### src/rtl/mrs_pkg.sv
`timescale 1ns/1ps
// Package: shared request bundle for the reset-aware request sequencer.
// Assumes the field order below is the packed order used at all checks.
package mrs_pkg;

    typedef struct packed {
        logic ireq_n;
        logic iseq;
        logic dreq_n;
        logic dseq;
        logic dmore;
    } mem_req_t;

    localparam mem_req_t REQ_IDLE = '{ireq_n: 1'b1, iseq: 1'b0,
                                      dreq_n: 1'b1, dseq: 1'b0,
                                      dmore: 1'b0};

endpackage

### src/rtl/mrs_fall_sampler.sv
`timescale 1ns/1ps
// mrs_fall_sampler: turns the reset level into "reset released" as seen
// at falling clock edges. A drop of rst_n clears the flag at once. The flag
// sets again only at a falling edge that finds rst_n high.
// Assumes rst_n is free of glitches shorter than a flop recovery time.
module mrs_fall_sampler (
    input  logic clk,
    input  logic rst_n,
    output logic rel_seen_q
);

    // Falling-edge sample of reset, cleared whenever reset dips.
    always_ff @(negedge clk or negedge rst_n) begin
        if (!rst_n) begin
            rel_seen_q <= 1'b0;
        end else begin
            rel_seen_q <= 1'b1;
        end
    end

endmodule

### src/rtl/mrs_dip_catcher.sv
`timescale 1ns/1ps
// mrs_dip_catcher: records that reset was low at some point since the
// last rising edge. It catches pulses that open and close between two
// rising edges, whichever clock phase they fall in.
// Assumes rst_n is active low and may change at any time.
module mrs_dip_catcher (
    input  logic clk,
    input  logic rst_n,
    output logic dip_q
);

    // Set on any reset drop, cleared at a rising edge that sees reset high.
    always_ff @(posedge clk or negedge rst_n) begin
        if (!rst_n) begin
            dip_q <= 1'b1;
        end else begin
            dip_q <= 1'b0;
        end
    end

endmodule

### src/rtl/mrs_release_timer.sv
`timescale 1ns/1ps
// mrs_release_timer: holds the ports idle through reset and then through
// RELEASE_WAIT rising edges after the release has been seen at a falling edge.
// Its synchronous active-low reset is rel_seen (the sampled release).
// Assumes RELEASE_WAIT >= 1.
module mrs_release_timer #(
    parameter int RELEASE_WAIT = 2
) (
    input  logic clk,
    input  logic rel_seen,
    input  logic dip,
    output logic hold_q
);

    localparam int CNT_W = (RELEASE_WAIT < 2) ? 1 : $clog2(RELEASE_WAIT + 1);
    localparam logic [CNT_W-1:0] CNT_LAST = CNT_W'(RELEASE_WAIT);
    localparam logic [CNT_W-1:0] CNT_ONE  = CNT_W'(1);

    logic [CNT_W-1:0] wait_cnt_q;

    // Count rising edges since the sampled release and drop hold at the end.
    always_ff @(posedge clk) begin
        if (!rel_seen) begin
            hold_q     <= 1'b1;
            wait_cnt_q <= '0;
        end else if (dip) begin
            // Dip already released before this edge: this edge is the first one.
            hold_q     <= 1'b1;
            wait_cnt_q <= CNT_ONE;
        end else if (hold_q) begin
            if (wait_cnt_q == CNT_LAST) begin
                hold_q <= 1'b0;
            end else begin
                wait_cnt_q <= wait_cnt_q + CNT_ONE;
            end
        end
    end

endmodule

### src/rtl/mrs_idle_mux.sv
`timescale 1ns/1ps
// mrs_idle_mux: selects the idle encoding or the generator bundle. The
// forcing comes from the hold state, or from a reset dip seen during
// the high phase of the clock.
// Assumes clk is a clean clock, since it takes part in the select.
module mrs_idle_mux
    import mrs_pkg::*;
(
    input  logic     clk,
    input  logic     dip,
    input  logic     hold,
    input  mem_req_t gen_req,
    output mem_req_t port_req
);

    logic force_idle;

    // Forcing is immediate in the high phase and deferred in the low phase.
    always_comb begin
        force_idle = hold | (clk & dip);
        port_req   = force_idle ? REQ_IDLE : gen_req;
    end

endmodule

### src/rtl/mem_req_reset_seq.sv
`timescale 1ns/1ps
// mem_req_reset_seq: reset handling for the instruction and data memory
// ports. It forces internal cycles during reset and for RELEASE_WAIT cycles
// after a release that has been sampled at a falling edge, and passes the
// generator requests through at all other times.
// Assumes the generator drives its bundle from a single clock domain.
module mem_req_reset_seq
    import mrs_pkg::*;
#(
    parameter int RELEASE_WAIT = 2
) (
    input  logic clk,
    input  logic rst_n,
    input  logic gen_ireq_n,
    input  logic gen_iseq,
    input  logic gen_dreq_n,
    input  logic gen_dseq,
    input  logic gen_dmore,
    output logic ireq_n,
    output logic iseq,
    output logic dreq_n,
    output logic dseq,
    output logic dmore
);

    logic     rel_seen;
    logic     dip;
    logic     hold;
    mem_req_t gen_req;
    mem_req_t port_req;

    // Gather the generator pins into one bundle.
    always_comb begin
        gen_req = '{ireq_n: gen_ireq_n, iseq: gen_iseq, dreq_n: gen_dreq_n,
                    dseq: gen_dseq, dmore: gen_dmore};
    end

    mrs_fall_sampler i_sampler (
        .clk        (clk),
        .rst_n      (rst_n),
        .rel_seen_q (rel_seen)
    );

    mrs_dip_catcher i_dip (
        .clk   (clk),
        .rst_n (rst_n),
        .dip_q (dip)
    );

    mrs_release_timer #(
        .RELEASE_WAIT (RELEASE_WAIT)
    ) i_timer (
        .clk      (clk),
        .rel_seen (rel_seen),
        .dip      (dip),
        .hold_q   (hold)
    );

    mrs_idle_mux i_mux (
        .clk      (clk),
        .dip      (dip),
        .hold     (hold),
        .gen_req  (gen_req),
        .port_req (port_req)
    );

    // Spread the port bundle back onto the pins.
    always_comb begin
        ireq_n = port_req.ireq_n;
        iseq   = port_req.iseq;
        dreq_n = port_req.dreq_n;
        dseq   = port_req.dseq;
        dmore  = port_req.dmore;
    end

endmodule

### config.mk
export PLATFORM = sky130hd
export DESIGN_NAME = mem_req_reset_seq
export DESIGN_NICKNAME = d
export VERILOG_FILES = /design/src/rtl/mrs_pkg.sv /design/src/rtl/mrs_fall_sampler.sv /design/src/rtl/mrs_dip_catcher.sv /design/src/rtl/mrs_release_timer.sv /design/src/rtl/mrs_idle_mux.sv /design/src/rtl/mem_req_reset_seq.sv
export SDC_FILE = /design/constraint.sdc
export NUM_CORES = 1
export LEC_CHECK = 0
export ABC_AREA = 0
export CORE_AREA = 2 2 39 41
export CTS_CLUSTER_SIZE = 10
export DETAILED_ROUTE_END_ITERATION = 16
export DIE_AREA = 0 0 41 43
export SYNTH_ARGS = -nofsm -noshare
export SYNTH_HDL_FRONTEND = slang
export SYNTH_SLANG_ARGS = --single-unit
export TNS_END_PERCENT = 30
### constraint.sdc
create_clock -name clk -period 2.85 [get_ports clk]
set_input_delay 0.57 -clock clk [delete_from_list [all_inputs] [get_ports clk]]
set_output_delay 0.57 -clock clk [all_outputs]
set_load 0.01 [all_outputs]
==> impl_metrics.toml, run 1 <==
[place]
place_area_um2 = 382
port_buffers = 11
gp_congestion = 0.723
pre_cts_ws_ps = -35.8

[die]
rows = 14
die_y_um = 43
die_w_um = 41
core_area_um2 = 1380
die_area_um2 = 1760
ioPinCount = 12
start_util = 0.182

[cells_and_area]
syn2layout_area_growth_pct = 85.6
drive_above_1_share = 0.435
final_area_um2 = 467
diodes = 0
nets = 54
nFillCells = 145

[synthesis]
synthCells = 24
synthArstFlopShare = 0.400
synth_area_um2 = 251
synth_edf_count = 0
synth.top_cell.area_share = 0.239
synth.distinct_cells = 15
synth_ff_type = "dfxtp_1"
synth_area_per_cell_um2 = 10.5
synth_seq_cells = 5
yosysSeqAreaShare = 0.443
netlist_top_cells_area = "dfxtp_1 24%, a2111oi_4 11%, dfstp_2 10%, dfrtn_1 10%, and2_1 7.5%"
syn_nets = 32
synth_top_area_cell = "dfxtp_1"
synth_warnings = 0

[pwr]
peakVddDrop_mv = 0.250
intPower_mw = 0.197
seqPwrFrac = 0.307
swShare = 0.243
p_switching_mw = 0.0632
combPwrFrac = 0.094
power_density_nw_per_um2 = 557
leakage_nw = 0.202
pwr-share-clk = 0.599

[outcome]
status = "finished clean"

[routing]
wl_per_cell_um = 10.1
vias = 250
drt_iter0_markers = 5
drc = 0
drt-total-wl_um = 629
dr.pass1.iters = 3
via_per_inst = 4.03
ant_nets = 0

[min_path]
whs_endpoint = "i_timer.wait_cnt_q[1]"
min_path_type = "flip-flop to flip-flop"
hold_path_startpoint = "i_timer.wait_cnt_q[1]"
hold-path-cell-count = 2

[critical_path]
worst-r2r-setup-slack_ps = 650
worstPathRequired_ps = 2280
r2r-end = "i_timer.wait_cnt_q[0]"
start_kind = "clock port"
crit_arrival_ps = 2200
path_class = "clock port to primary output"
ff2ff_path_depth = 2
critical_path.max_fanout = 3
endpoint_kind = "primary output"
rr_startpoint = "i_sampler.rel_seen_q"

[sta]
fin_worst_skew_ps = 21.7
drv_slew = 0
hold-worst-slack_ps = 506
setup_slack_ps = 83.7
hold_viol = 0
setup_violations = 0
rsz0062_at_grt = "false"

[clock_network]
cts_sinks = 5
hold_buffers = 0
clk_latency_ps = 370
cts_tree = "yes"
path_clk_slew_ps = 40

[grt]
grt_use_total = 0.113
antenna_found_initial = 0
grt_pass1_wl_um = 1140
grt_overflow = 0
grt_max_degree = 6
grt_pass1_vias = 363

[flow_run]
drv_cap = 0
[metal layers]
metal  vias up  share of wire  track usage
li1        120              -            -
met4         0              0        0.193
met5         -              0            0
met2        17           0.58        0.128
met1       113           0.30       0.0584
met3         0           0.12        0.126
[cells in the mapped netlist, drive strengths merged, types with 2 or more instances]
cell type	number
nand2b	3
conb	2
dfxtp	3
inv	3
and2	3
[worst max-delay path, cell delays in order]
cell and delay (ps):
clkbuf_4 110, clkbuf_4 130, a21oi_4 140, clkbuf_4 170, and2_4 140, buf_6 90
[power groups by stage]
stage          sequential [mW]  combinational (mW)  clock (mW)
4_1_cts                 0.0797              0.0244       0.164
3_5_place_dp            0.0800              0.0242     0.00411
6_report                0.0797              0.0245       0.156
5_1_grt                 0.0804              0.0276       0.170
3_3_place_gp            0.0800              0.0236     0.00411
2_1_floorplan           0.0793              0.0143     0.00216
[repair_timing]
action,CTS,global route
endpoints found under the setup margin,5,0
gates resized for setup,27,0
setup buffers,1,0
endpoints found under the hold margin,0,0
[per-stage QoR]
stage | std cells | util | power (mW) | TNS [ps]
floorplan | 24 | - | 0.0957 | 0
finish | 62 | 0.337 | 0.260 | 0
global placement | 51 | 0.276 | 0.108 | -107
CTS | 62 | 0.337 | 0.268 | 0
global route | 62 | 0.337 | 0.278 | 0
detailed placement | 51 | 0.276 | 0.108 | -107
[state kept, by name, indices dropped and copies added (netlist names)]
signal and count:
i_sampler.rel_seen_q 1, i_dip.dip_q 1, i_timer.wait_cnt_q 2, i_timer.hold_q 1
[placed cells by master, fill, tap and decap left out]
master and instances:
inv_1 3, clkbuf_4 7, buf_2 3, conb_1 2
dfrtn_1 1, clkdlybuf4s50_1 6, a2111oi_4 1, and3b_2 1
dfstp_2 1, clkbuf_8 1, nor2_1 1, a21oi_4 1
nand2b_1 3, ha_1 1, and2_4 2, clkinv_1 1
dfxtp_1 3, nor4bb_1 1, buf_4 1, clkbuf_1 1
buf_6 2, nand3b_1 1, and2_1 1, a211oi_1 1
[worst max-delay path by stage]
stage                     startpoint    end  cells after the start
final                            clk  dmore                      6
after global routing             clk  dmore                      6
after CTS                        clk   iseq                      6
after detailed placement         clk  dmore                      3
after global placement           clk  dmore                      3
after floorplan                  clk  dmore                      2
[layout make-up]
type	count	area [um2]	area share
clock buffers	15	115	0.247
clock inverters	1	3.75	0.00804
inverters	3	11.3	0.0241
multi-input cells	16	145	0.311
flip-flops and latches	5	111	0.239
well taps	16	20.0	0.0429
repair buffers	6	60.1	0.129
[cells by family after synthesis]
group                      Yosys count  share of synthesized area
and+or+nand+nor                     10                      0.274
AOI/OAI and AO/OA                    3                      0.159
DFF                                  5                      0.443
adders and majority gates            1                     0.0497
buffers and inverters                3                     0.0448
other                                2                     0.0299
(Power assumes the default switching activity.)
==> run 2, diff against run 1 <==
--- a/config.mk
+++ b/config.mk
@@ -10,6 +10,7 @@
 export CTS_CLUSTER_SIZE = 10
 export DETAILED_ROUTE_END_ITERATION = 16
 export DIE_AREA = 0 0 41 43
+export SKIP_LAST_GASP = 1
 export SYNTH_ARGS = -nofsm -noshare
 export SYNTH_HDL_FRONTEND = slang
 export SYNTH_SLANG_ARGS = --single-unit
==> results of run 2 <==
No change in the layout: final DEF, timing and power equal those of run 1.
